File: src/rtl/wdt_pkg.sv
package wdt_pkg;
  localparam int unsigned DATA_W   = 16;
  localparam int unsigned SRC_N    = 3;
  localparam int unsigned CODE_W   = 3;
  localparam int unsigned MAX_CODE = 5;
  localparam int unsigned CTRL_W   = SRC_N + CODE_W;

  typedef enum logic [1:0] {
    SEL_CMP  = 2'd0,
    SEL_RUN  = 2'd1,
    SEL_CNT  = 2'd2,
    SEL_CTRL = 2'd3
  } reg_sel_e;
endpackage

File: src/rtl/wdt_regs.sv
module wdt_regs
  import wdt_pkg::*;
#(
  parameter int unsigned DW    = DATA_W,
  parameter int unsigned CW    = CTRL_W
) (
  input  logic          clk,
  input  logic          rst,
  input  logic          wr_hit,
  input  reg_sel_e      wr_sel,
  input  logic [DW-1:0] wr_data,
  output logic [DW-1:0] cmp_q,
  output logic          run_q,
  output logic [CW-1:0] ctrl_q
);
  always_ff @(posedge clk) begin
    if (rst) begin
      cmp_q  <= '1;
      run_q  <= 1'b0;
      ctrl_q <= '0;
    end else if (wr_hit) begin
      case (wr_sel)
        SEL_CMP:  cmp_q  <= wr_data;
        SEL_RUN:  run_q  <= wr_data[0];
        SEL_CTRL: ctrl_q <= wr_data[CW-1:0];
        default:  ;
      endcase
    end
  end


  run_write_only_chk: assert property (@(posedge clk) disable iff (rst)
    !(wr_hit && wr_sel == SEL_RUN) |=> $stable(run_q));
endmodule

File: src/rtl/wdt_prescale.sv
module wdt_prescale
  import wdt_pkg::*;
#(
  parameter int unsigned NSRC  = SRC_N,
  parameter int unsigned CDW   = CODE_W,
  parameter int unsigned CMAX  = MAX_CODE,
  localparam int unsigned PC_W = 2 * CMAX
) (
  input  logic            clk,
  input  logic            rst,
  input  logic            run,
  input  logic            clr,
  input  logic [NSRC-1:0] src_sel,
  input  logic [NSRC-1:0] src_tick,
  input  logic [CDW-1:0]  code,
  output logic            tick_out
);
  logic [PC_W-1:0] pc_q;
  logic [PC_W-1:0] limit;
  logic [CDW-1:0]  code_eff;
  logic            src_hit;

  assign code_eff = (code > CDW'(CMAX)) ? CDW'(CMAX) : code;

  always_comb begin
    limit = '0;
    for (int k = 0; k <= int'(CMAX); k++) begin
      if (code_eff == CDW'(k)) limit = PC_W'((64'd1 << (2 * k)) - 64'd1);
    end
  end

  assign src_hit  = $onehot(src_sel) && |(src_sel & src_tick);
  assign tick_out = run && src_hit && (pc_q >= limit);

  always_ff @(posedge clk) begin
    if (rst || !run || clr) begin
      pc_q <= '0;
    end else if (src_hit) begin
      pc_q <= (pc_q >= limit) ? '0 : pc_q + 1'b1;
    end
  end


  pre_clear_chk: assert property (@(posedge clk) disable iff (rst)
    (!run || clr) |=> pc_q == '0);
endmodule

File: src/rtl/wdt_count.sv
module wdt_count
  import wdt_pkg::*;
#(
  parameter int unsigned DW = DATA_W
) (
  input  logic          clk,
  input  logic          rst,
  input  logic          run,
  input  logic          tick,
  input  logic          wr,
  input  logic [DW-1:0] wr_val,
  input  logic [DW-1:0] cmp,
  output logic [DW-1:0] count_q,
  output logic          reset_req
);
  always_ff @(posedge clk) begin
    if (rst) begin
      count_q   <= '0;
      reset_req <= 1'b0;
    end else if (wr) begin
      count_q <= wr_val;
    end else if (tick) begin
      if (count_q == cmp) reset_req <= 1'b1;
      else                count_q   <= count_q + 1'b1;
    end
  end


  req_sticky_chk: assert property (@(posedge clk) disable iff (rst)
    reset_req |=> reset_req);

  req_needs_run_chk: assert property (@(posedge clk) disable iff (rst)
    $rose(reset_req) |-> $past(run));

  count_moves_chk: assert property (@(posedge clk) disable iff (rst)
    (!tick && !wr) |=> $stable(count_q));
endmodule

File: src/rtl/wdt_top.sv
module wdt_top
  import wdt_pkg::*;
#(
  parameter int unsigned ADDR_W = 4,
  parameter int unsigned DW     = DATA_W,
  parameter int unsigned NSRC   = SRC_N,
  parameter int unsigned CDW    = CODE_W,
  localparam int unsigned CW    = NSRC + CDW
) (
  input  logic              clk,
  input  logic              rst,
  input  logic              wr_en,
  input  logic              rd_en,
  input  logic [ADDR_W-1:0] addr,
  input  logic [DW-1:0]     wr_data,
  output logic [DW-1:0]     rd_data,
  output logic              rd_valid,
  input  logic [NSRC-1:0]   src_tick,
  output logic              reset_req
);
  logic          addr_ok;
  reg_sel_e      sel;
  logic [DW-1:0] cmp_q, count_q, rd_mux;
  logic          run_q, cnt_wr, pre_tick;
  logic [CW-1:0] ctrl_q;

  assign sel     = reg_sel_e'(addr[3:2]);
  assign addr_ok = (addr[1:0] == 2'b00) && ((addr >> 4) == '0);
  assign cnt_wr  = wr_en && addr_ok && (sel == SEL_CNT);

  wdt_regs #(.DW(DW), .CW(CW)) u_regs (
    .clk(clk), .rst(rst), .wr_hit(wr_en && addr_ok), .wr_sel(sel),
    .wr_data(wr_data), .cmp_q(cmp_q), .run_q(run_q), .ctrl_q(ctrl_q)
  );

  wdt_prescale #(.NSRC(NSRC), .CDW(CDW)) u_pre (
    .clk(clk), .rst(rst), .run(run_q), .clr(cnt_wr),
    .src_sel(ctrl_q[NSRC-1:0]), .src_tick(src_tick),
    .code(ctrl_q[CW-1:NSRC]), .tick_out(pre_tick)
  );

  wdt_count #(.DW(DW)) u_cnt (
    .clk(clk), .rst(rst), .run(run_q), .tick(pre_tick), .wr(cnt_wr),
    .wr_val(wr_data), .cmp(cmp_q), .count_q(count_q), .reset_req(reset_req)
  );

  always_comb begin
    rd_mux = '0;
    if (addr_ok) begin
      case (sel)
        SEL_CMP:  rd_mux = cmp_q;
        SEL_RUN:  rd_mux = DW'(run_q);
        SEL_CNT:  rd_mux = count_q;
        SEL_CTRL: rd_mux = DW'(ctrl_q);
        default:  rd_mux = '0;
      endcase
    end
  end

  always_ff @(posedge clk) begin
    if (rst) begin
      rd_data  <= '0;
      rd_valid <= 1'b0;
    end else begin
      rd_valid <= rd_en;
      if (rd_en) rd_data <= rd_mux;
    end
  end


  rd_latency_chk: assert property (@(posedge clk) disable iff (rst)
    rd_en |=> rd_valid);
endmodule

File: config.mk
export PLATFORM = sky130hd
export DESIGN_NAME = wdt_top
export DESIGN_NICKNAME = d
export VERILOG_FILES = /design/src/rtl/wdt_pkg.sv /design/src/rtl/wdt_regs.sv /design/src/rtl/wdt_prescale.sv /design/src/rtl/wdt_count.sv /design/src/rtl/wdt_top.sv
export SDC_FILE = /design/constraint.sdc
export NUM_CORES = 1
export LEC_CHECK = 0
export BUFFER_PORTS_ARGS = -buffer_cell sky130_fd_sc_hd__buf_2
export CAP_MARGIN = 20
export CORE_MARGIN = 1
export CORE_UTILIZATION = 55
export DETAILED_ROUTE_END_ITERATION = 10
export HOLD_SLACK_MARGIN = 0.08
export PLACE_DENSITY_LB_ADDON = 0.08
export REMOVE_ABC_BUFFERS = 1
export SLEW_MARGIN = 20
export SYNTH_ARGS = -nofsm -noshare
export SYNTH_HDL_FRONTEND = slang
export SYNTH_SLANG_ARGS = --single-unit
File: constraint.sdc
create_clock -name clk -period 2.9 [get_ports clk]
set_input_delay 0.58 -clock clk [delete_from_list [all_inputs] [get_ports clk]]
set_output_delay 0.58 -clock clk [all_outputs]
set_load 0.005 [all_outputs]
==> results.py, run 1 <==
metrics = {
    "run_status": {
        "outcome": "completed",
    },
    "synthesis": {
        "ys_warn_count": 0,
        "synth_edf_count": 0,
        "synth_common_cells": "dfxtp_1 (67), nor2_1 (57), nor2b_1 (34)",
        "synth_most_common_cell": "dfxtp_1",
        "synth_area_leaders": "dfxtp_1 (37%), nor2_1 (6.0%), nor2b_1 (5.9%)",
        "synth_area_per_cell_um2": 8.96,
        "async_flop_share_pct": 0,
        "syn_area_um2": 3590,
        "synth.distinct_cells": 43,
        "ys_seq_area_share_pct": 37.3,
        "synth_top_area_cell": "dfxtp_1",
        "yosys.area.top_type_share_pct": 37.3,
        "synthFlopType": "dfxtp_1",
        "ys_ff_latch": 67,
        "syn_inst": 401,
    },
    "detailed_routing": {
        "avgRoutedWirePerCell_um": 15.4,
        "ant_nets": 0,
        "drt_iter0_markers": 108,
        "dr.pass1.iters": 4,
        "drcViolationCount": 0,
        "num_vias": 2962,
        "drt-total-wl_um": 8110,
        "viasPerCell": 5.64,
    },
    "power": {
        "p_int_w": 0.00142,
        "pwr-share-comb_pct": 7.9,
        "power_density_nw_per_um2": 461,
        "p_sw_w": 0.000463,
        "ir_drop_v": 0.000332,
        "p_leak_nw": 1.65,
        "clockPowerShare_pct": 41.5,
        "swShare_pct": 24.6,
        "pwr-share-seq_pct": 50.6,
    },
    "timing": {
        "setup_ws_ps": 244,
        "tightestPinTransition_ps": 773,
        "drv_slew": 0,
        "fin_setup_tns_ps": 0,
        "setup_viol": 0,
        "finalCritPeriodShare_pct": 91.6,
        "whs_ps": 446,
        "max_freq_mhz": 377,
        "fin_crit_ps": 2660,
        "hold_viol": 0,
        "maxSlewHeadroom_pct": 48.3,
        "clock_skew_ps": 7.38,
        "rsz0062_at_grt": "no",
    },
    "die": {
        "initial_core_util_pct": 56.9,
        "dieArea_um2": 6860,
        "core-area_um2": 6310,
        "rows": 29,
        "die_w_um": 82.8,
        "io_pins": 45,
        "die_y_um": 82.8,
    },
    "global_route": {
        "grt_max_degree": 58,
        "grt_pass1_vias": 2818,
        "gr-usage-met2_pct": 40.8,
        "gr-usage-met1_pct": 31.5,
        "grt_usage_pct": 24.7,
        "antenna_found_initial": 0,
        "grt_use_met3_pct": 5.37,
        "grt_pass1_wl_um": 13400,
        "busiest_layer": "met2",
        "grt-ovfl-total": 0,
    },
    "clock_network": {
        "clk_latency_ps": 350,
        "clk_pin_slew_ps": 80,
        "cts_hold_buf": 0,
        "cts_tree": "done",
        "htree_levels": 3,
        "post_cts_resized": 0,
        "cts_root_buf": "clkbuf_8",
        "clock-sinks": 67,
        "cts_buffer_depth": 2,
        "cts_buffers": 9,
    },
    "setup_path": {
        "crit_slowest_cell": "or3_1",
        "cp-end-kind": "flop",
        "path_cells": "or3_1, ha_1, nand2b_1, a21oi_1, o221a_2, o22ai_4, buf_4, or3_1, nor2_1",
        "cp.required_ps": 3180,
        "cp-start-kind": "flop",
        "arrival_ps": 2940,
        "path_class": "reg -> reg",
        "cp_common_cell": "or3_1",
        "critPathMaxStageDelay_ps": 520,
        "path_max_fanout": 10,
    },
    "finish": {
        "synthToLayoutAreaGrowth_pct": 13.9,
        "nets": 481,
        "drive_gt1_share_pct": 21.0,
        "multi_input_area_um2": 2130,
        "regArea_um2": 1340,
        "nFillCells": 559,
        "antenna_cells": 0,
    },
    "place": {
        "place.gp.congestion": 0.833,
        "io_buffers": 44,
        "dpl.hpwl_um": 5620,
        "place_ws_ps": 233,
    },
    "min_path": {
        "holdCritPathClass": "in -> reg",
    },
    "run": {
        "drv_cap": 0,
    },
}
-- state kept, by name, indices dropped and copies added (netlist names) --
| name | count |
|---|---|
| rd_data | 16 |
| u_pre.pc_q | 10 |
| u_cnt.count_q | 16 |
| u_regs.ctrl_q | 6 |
| u_regs.cmp_q | 16 |
| u_regs.run_q | 1 |
| u_cnt.reset_req | 1 |
| rd_valid | 1 |
-- metrics by stage --
| stage | utilization (%) | cells | power [W] | area [um^2] |
|---|---|---|---|---|
| 2_1_floorplan | - | 377 | 0.00105 | 3490 |
| 3_3_place_gp | 61.4 | 506 | 0.00112 | 3880 |
| 3_5_place_dp | 61.4 | 506 | 0.00112 | 3880 |
| 4_1_cts | 64.5 | 522 | 0.00190 | 4070 |
| 5_1_grt | 64.8 | 525 | 0.00196 | 4090 |
| 6_report | 64.8 | 525 | 0.00188 | 4090 |
-- power groups by stage --
| stage | Clock [W] | Combinational, W | Sequential, W |
|---|---|---|---|
| detailed placement | 0 | 0.000148 | 0.000975 |
| floorplan | 0 | 0.0000773 | 0.000972 |
| finish | 0.000783 | 0.000148 | 0.000954 |
| CTS | 0.000796 | 0.000149 | 0.000954 |
| global route | 0.000839 | 0.000163 | 0.000956 |
| global placement | 0 | 0.000146 | 0.000974 |
-- cells by family after synthesis --
group                      after synthesis  share of synthesized area (%)
buffers and inverters                   32                           3.59
and+or+nand+nor                        160                           24.0
DFF                                     67                           37.3
adders and majority gates               11                           4.04
xor gates and xnor gates                38                           9.26
muxes                                   26                           7.94
AOI/OAI and AO/OA                       67                           13.8
-- repair_timing --
item,4_1_cts,5_1_grt
hold endpoints to repair,0,0
setup endpoints to repair,0,1
buffers inserted,0,3
-- routing by layer --
layer / up-vias / share of wire (%)
met4: 0 / 1.9
li1: 1490 / -
met5: - / 0
met2: 73 / 48
met1: 1384 / 45
met3: 15 / 4.9
-- path summary, 6_finish.rpt --
check	start	end	slack, ps	cells after the start
worst max-delay path	u_regs.ctrl_q[5]$_SDFFE_PP0P_	u_pre.pc_q[4]$_SDFFE_PP0P_	240	9
worst min-delay path	wr_data[6]	u_regs.cmp_q[6]$_SDFFE_PP1P_	450	2
worst max register to register	u_regs.ctrl_q[5]$_SDFFE_PP0P_	u_pre.pc_q[4]$_SDFFE_PP0P_	240	9
worst min register to register	u_cnt.reset_req$_SDFFE_PP0P_	u_cnt.reset_req$_SDFFE_PP0P_	510	2
-- layout make-up --
type,count,share of cell area (%)
Multi-Input combinational cell,302,52.0
Sequential cell,67,32.8
Timing Repair Buffer,55,7.40
Clock buffer,11,3.45
Tap cell,77,2.35
Clock inverter,5,1.28
Inverter,8,0.734
-- critical path, delay by kind of cell, from the launching register on --
family / cells / cell delay, ps
AND/OR/NAND/NOR: 4 / 1250
AO/OA/AOI/OAI: 3 / 480
flip-flops: 1 / 380
adder cells (fa/ha/maj): 1 / 290
buffers and inverters: 1 / 190
-- layout by cell type, fill, tap and decap left out, drive strengths merged, types with 2 or more instances in the layout --
cell    synthesis  final
buf             3     55
nand2          13     13
xor2           20     20
a21oi          23     23
nor2           57     57
and2            7      7
or3             2      2
inv             8      8
nand2b          4      4
nand3           4      4
mux2           10     10
a211oi         13     13
a211o          16     16
nor3            3      3
clkinv          0      3
nor2b          34     34
clkbuf         21     11
dfxtp          67     67
xnor2          18     18
and3            9      9
mux2i          15     15
ha             10     10
o22ai           3      3
nand4          21     21
nor3b           2      2
o21ai           6      6
Note: power is estimated with default switching activity, not from simulation.
==> run 2, diff against run 1 <==
- CORE_UTILIZATION: 55 -> 51
==> results.py, run 2 (synthesis results as in run 1) <==
metrics = {
    "timing": {
        "hold_viol": 0,
        "clock_skew_ps": 8.74,
        "drv_slew": 0,
        "fin_crit_ps": 2670,
        "whs_ps": 462,
        "tightestPinTransition_ps": 792,
        "finalCritPeriodShare_pct": 92.2,
        "max_freq_mhz": 374,
        "fin_setup_tns_ps": 0,
        "rsz0062_at_grt": "no",
        "setup_viol": 0,
        "maxSlewHeadroom_pct": 47.0,
        "setup_ws_ps": 227,
    },
    "clock_network": {
        "clock-sinks": 67,
        "cts_tree": "done",
        "cts_buffers": 9,
        "cts_buffer_depth": 2,
        "cts_hold_buf": 0,
        "clk_pin_slew_ps": 70,
        "cts_root_buf": "clkbuf_8",
        "post_cts_buffers": 0,
        "post_cts_resized": 0,
        "htree_levels": 3,
        "clk_latency_ps": 340,
    },
    "global_route": {
        "grt-ovfl-total": 0,
        "grt_pass1_wl_um": 13000,
        "grt_max_degree": 58,
        "antenna_found_initial": 0,
        "grt_usage_pct": 22.7,
        "grt_pass1_vias": 2650,
    },
    "die": {
        "die_w_um": 85.9,
        "dieArea_um2": 7390,
        "rows": 30,
        "core-area_um2": 6790,
        "initial_core_util_pct": 52.9,
        "die_y_um": 85.9,
        "io_pins": 45,
    },
    "detailed_routing": {
        "viasPerCell": 5.41,
        "avgRoutedWirePerCell_um": 15.1,
        "num_vias": 2926,
        "ant_nets": 0,
        "drcViolationCount": 0,
        "dr_wl_met3_um": 294,
        "drt-total-wl_um": 8150,
        "dr.pass1.iters": 4,
        "wl_met2_um": 3790,
        "drt_iter0_markers": 124,
        "top_layer": "met4",
        "wl_met1_um": 3900,
    },
    "setup_path": {
        "critPathMaxStageDelay_ps": 410,
        "cp.required_ps": 3150,
        "path_max_fanout": 17,
        "arrival_ps": 2930,
        "cp-end-kind": "flop",
        "path_class": "reg -> reg",
        "crit_slowest_cell": "or3_1",
        "path_cells": "or3_1, ha_1, nand2b_1, a21oi_1, o221a_2, o22ai_4, nand4_1, xor2_1, a211oi_1",
        "cp-start-kind": "flop",
    },
    "place": {
        "io_buffers": 44,
        "place_ws_ps": 230,
        "dpl.hpwl_um": 5680,
        "place.gp.congestion": 0.866,
    },
    "finish": {
        "drive_gt1_share_pct": 20.0,
        "final_common_cell": "dfxtp_1",
        "synthToLayoutAreaGrowth_pct": 13.3,
        "antenna_cells": 0,
        "nets": 478,
        "most-common-layout-cells": "dfxtp_1 (67), nor2_1 (57), buf_2 (44), nor2b_1 (34), a21oi_1 (23)",
        "reg.largest.list": "rd_data: 16 flops, u_cnt.count_q: 16 flops, u_regs.cmp_q: 16 flops",
    },
    "run_status": {
        "outcome": "completed",
    },
    "power": {
        "swShare_pct": 24.6,
        "p_sw_w": 0.000444,
        "pwr-share-comb_pct": 8.2,
        "clockPowerShare_pct": 38.9,
        "ir_drop_v": 0.000273,
        "p_leak_nw": 1.62,
        "pwr-share-seq_pct": 52.8,
        "finalPower_w": 0.00181,
        "p_int_w": 0.00136,
        "power_density_nw_per_um2": 443,
    },
    "min_path": {
        "holdCritPathClass": "in -> reg",
    },
    "run": {
        "drv_cap": 0,
    },
}
==> run 2: final cells by class <==
type | count | area [um^2]
Tap cell | 96 | 120
Clock inverter | 2 | 10.0
Sequential cell | 67 | 1340
Clock buffer | 14 | 163
Inverter | 8 | 30.0
Timing Repair Buffer | 52 | 280
Fill cell | 605 | 2720
Multi-Input combinational cell | 302 | 2130
==> run 2: critical path, delay by kind of cell (launching register included) <==
kind,cells,cell delay (ps)
AOI/OAI and AO/OA,4,990
xor gates and xnor gates,1,190
DFF,1,370
adders and majority gates,1,280
and+or+nand+nor,3,750
==> run 2: power groups by stage <==
stage	sequential (W)	clock, W	combinational, W
3_5_place_dp	0.000975	0	0.000149
6_report	0.000954	0.000702	0.000149
2_1_floorplan	0.000972	0	0.0000773
3_3_place_gp	0.000974	0	0.000147
5_1_grt	0.000956	0.000767	0.000163
4_1_cts	0.000954	0.000718	0.000150
==> run 2: through the flow <==
step	area [um^2]	utilization (%)	cells
after CTS	4070	59.9	541
after floorplan	3490	-	377
after detailed placement	3900	57.4	525
after global placement	3900	57.4	525
final	4070	59.9	541
after global routing	4070	59.9	541
==> run 2: routing by layer <==
| layer | vias to the layer above | track usage [%] |
|---|---|---|
| met5 | - | 0 |
| met4 | 0 | 8.94 |
| met3 | 15 | 3.95 |
| met2 | 74 | 36.8 |
| met1 | 1349 | 30.0 |
| li1 | 1488 | - |
==> run 2: final timing paths <==
kind | from | to | slack [ps] | cells after the start
worst min-delay path | wr_data[14] | u_regs.cmp_q[14]$_SDFFE_PP1P_ | 460 | 2
worst min register to register | u_cnt.reset_req$_SDFFE_PP0P_ | u_cnt.reset_req$_SDFFE_PP0P_ | 490 | 2
worst max-delay path | u_regs.ctrl_q[5]$_SDFFE_PP0P_ | u_cnt.count_q[9]$_SDFFE_PP0P_ | 230 | 9
worst max register to register | u_regs.ctrl_q[5]$_SDFFE_PP0P_ | u_cnt.count_q[9]$_SDFFE_PP0P_ | 230 | 9
==> run 3, diff against run 2 <==
- clock period: 2.9 -> 3.2 ns (I/O delays scaled with it)
==> results.py, run 3 (synthesis results as in run 1) <==
metrics = {
    "detailed_routing": {
        "drt-total-wl_um": 7810,
        "drt_iter0_markers": 103,
        "dr.pass1.iters": 5,
        "viasPerCell": 5.36,
        "drcViolationCount": 0,
        "avgRoutedWirePerCell_um": 14.5,
        "num_vias": 2884,
        "ant_nets": 0,
    },
    "clock_network": {
        "clk_latency_ps": 340,
        "htree_levels": 3,
        "post_cts_buffers": 0,
        "cts_hold_buf": 0,
        "clock-sinks": 67,
        "clk_pin_slew_ps": 70,
        "cts_buffers": 9,
        "cts_tree": "done",
        "cts_buffer_depth": 2,
        "cts_root_buf": "clkbuf_8",
        "post_cts_resized": 0,
    },
    "finish": {
        "nets": 476,
        "drive_gt1_share_pct": 19.5,
        "most-common-layout-cells": "dfxtp_1 (67), nor2_1 (57), buf_2 (44), nor2b_1 (34), a21oi_1 (23)",
        "synthToLayoutAreaGrowth_pct": 13.0,
        "nFillCells": 595,
        "final_common_cell": "dfxtp_1",
        "antenna_cells": 0,
        "reg.largest.list": "rd_data: 16 flops, u_cnt.count_q: 16 flops, u_regs.cmp_q: 16 flops",
        "fin_cells": 538,
        "finalCoreUtilization_pct": 59.8,
    },
    "die": {
        "initial_core_util_pct": 52.9,
        "core-area_um2": 6790,
        "dieArea_um2": 7390,
        "io_pins": 45,
        "rows": 30,
        "die_w_um": 85.9,
        "die_y_um": 85.9,
    },
    "timing": {
        "hold_viol": 0,
        "drv_slew": 0,
        "setup_viol": 0,
        "clock_skew_ps": 8.79,
        "finalCritPeriodShare_pct": 89.5,
        "tightestPinTransition_ps": 779,
        "max_freq_mhz": 349,
        "fin_crit_ps": 2860,
        "fin_setup_tns_ps": 0,
        "maxSlewHeadroom_pct": 47.9,
        "rsz0062_at_grt": "no",
    },
    "global_route": {
        "grt_max_degree": 58,
        "grt_pass1_wl_um": 13000,
        "grt_pass1_vias": 2630,
        "grt_usage_pct": 22.5,
        "grt-ovfl-total": 0,
        "antenna_found_initial": 0,
    },
    "setup_path": {
        "cp.required_ps": 3450,
        "cp-start-kind": "flop",
        "cp-end-kind": "flop",
        "path_class": "reg -> reg",
        "path_max_fanout": 17,
        "arrival_ps": 3120,
    },
    "power": {
        "ir_drop_v": 0.000278,
        "finalPower_w": 0.00166,
        "power_density_nw_per_um2": 410,
        "p_leak_nw": 1.61,
    },
    "run_status": {
        "outcome": "completed",
    },
    "run": {
        "drv_cap": 0,
    },
    "min_path": {
        "holdCritPathClass": "reg -> reg",
    },
    "place": {
        "place.gp.congestion": 0.864,
        "io_buffers": 44,
        "dpl.hpwl_um": 5340,
        "dp.cells": 523,
    },
}
-- run 3: where the power goes --
part | leakage, nW | switching [W] | internal [W]
sequential | 0.542 | 0.0000156 | 0.000849
combinational | 0.980 | 0.0000724 | 0.0000613
clock | 0.0902 | 0.000312 | 0.000354
-- run 3: worst paths after layout --
path / from / endpoint / cells past startpoint / slack (ps)
setup / recovery: u_regs.ctrl_q[0]$_SDFFE_PP0P_ / u_cnt.count_q[9]$_SDFFE_PP0P_ / 8 / 340
hold / removal: u_cnt.reset_req$_SDFFE_PP0P_ / u_cnt.reset_req$_SDFFE_PP0P_ / 2 / 500
setup reg to reg: u_regs.ctrl_q[0]$_SDFFE_PP0P_ / u_cnt.count_q[9]$_SDFFE_PP0P_ / 8 / 340
hold reg to reg: u_cnt.reset_req$_SDFFE_PP0P_ / u_cnt.reset_req$_SDFFE_PP0P_ / 2 / 500
-- run 3: layout make-up --
class / count / area, um^2 / area share [%]
timing repair buffer: 50 / 265 / 6.53
clock inverter: 3 / 40.0 / 0.986
clock buffer: 12 / 135 / 3.33
tap: 96 / 120 / 2.96
inverter: 8 / 30.0 / 0.740
sequential: 67 / 1340 / 33.0
multi-input combinational: 302 / 2130 / 52.4
-- run 3: layer usage --
metal | global-route usage, % | vias to the layer above | share of wire [%]
met5 | 0 | - | 0
met4 | 7.12 | 0 | 1.4
met3 | 5.00 | 9 | 3.6
met2 | 34.1 | 58 | 45
met1 | 31.8 | 1345 | 50
li1 | - | 1472 | -
-- run 3: metrics by stage --
| stage | hold slack, ps | instance area (um^2) | setup slack [ps] |
|---|---|---|---|
| after floorplan | 465 | 3490 | 109 |
| after CTS | 507 | 4060 | 348 |
| final | 504 | 4060 | 335 |
| after detailed placement | 497 | 3880 | 346 |
| after global placement | 487 | 3880 | 425 |
| after global routing | 516 | 4060 | 108 |
-- run 3: worst max-delay path: stages (launching register included) --
cell and delay (ps):
dfxtp_1 380, inv_1 80, fa_1 520, nor3b_4 440, o2111ai_2 210, o22ai_4 480, nand4_1 240, xor2_1 190
a211oi_1 230
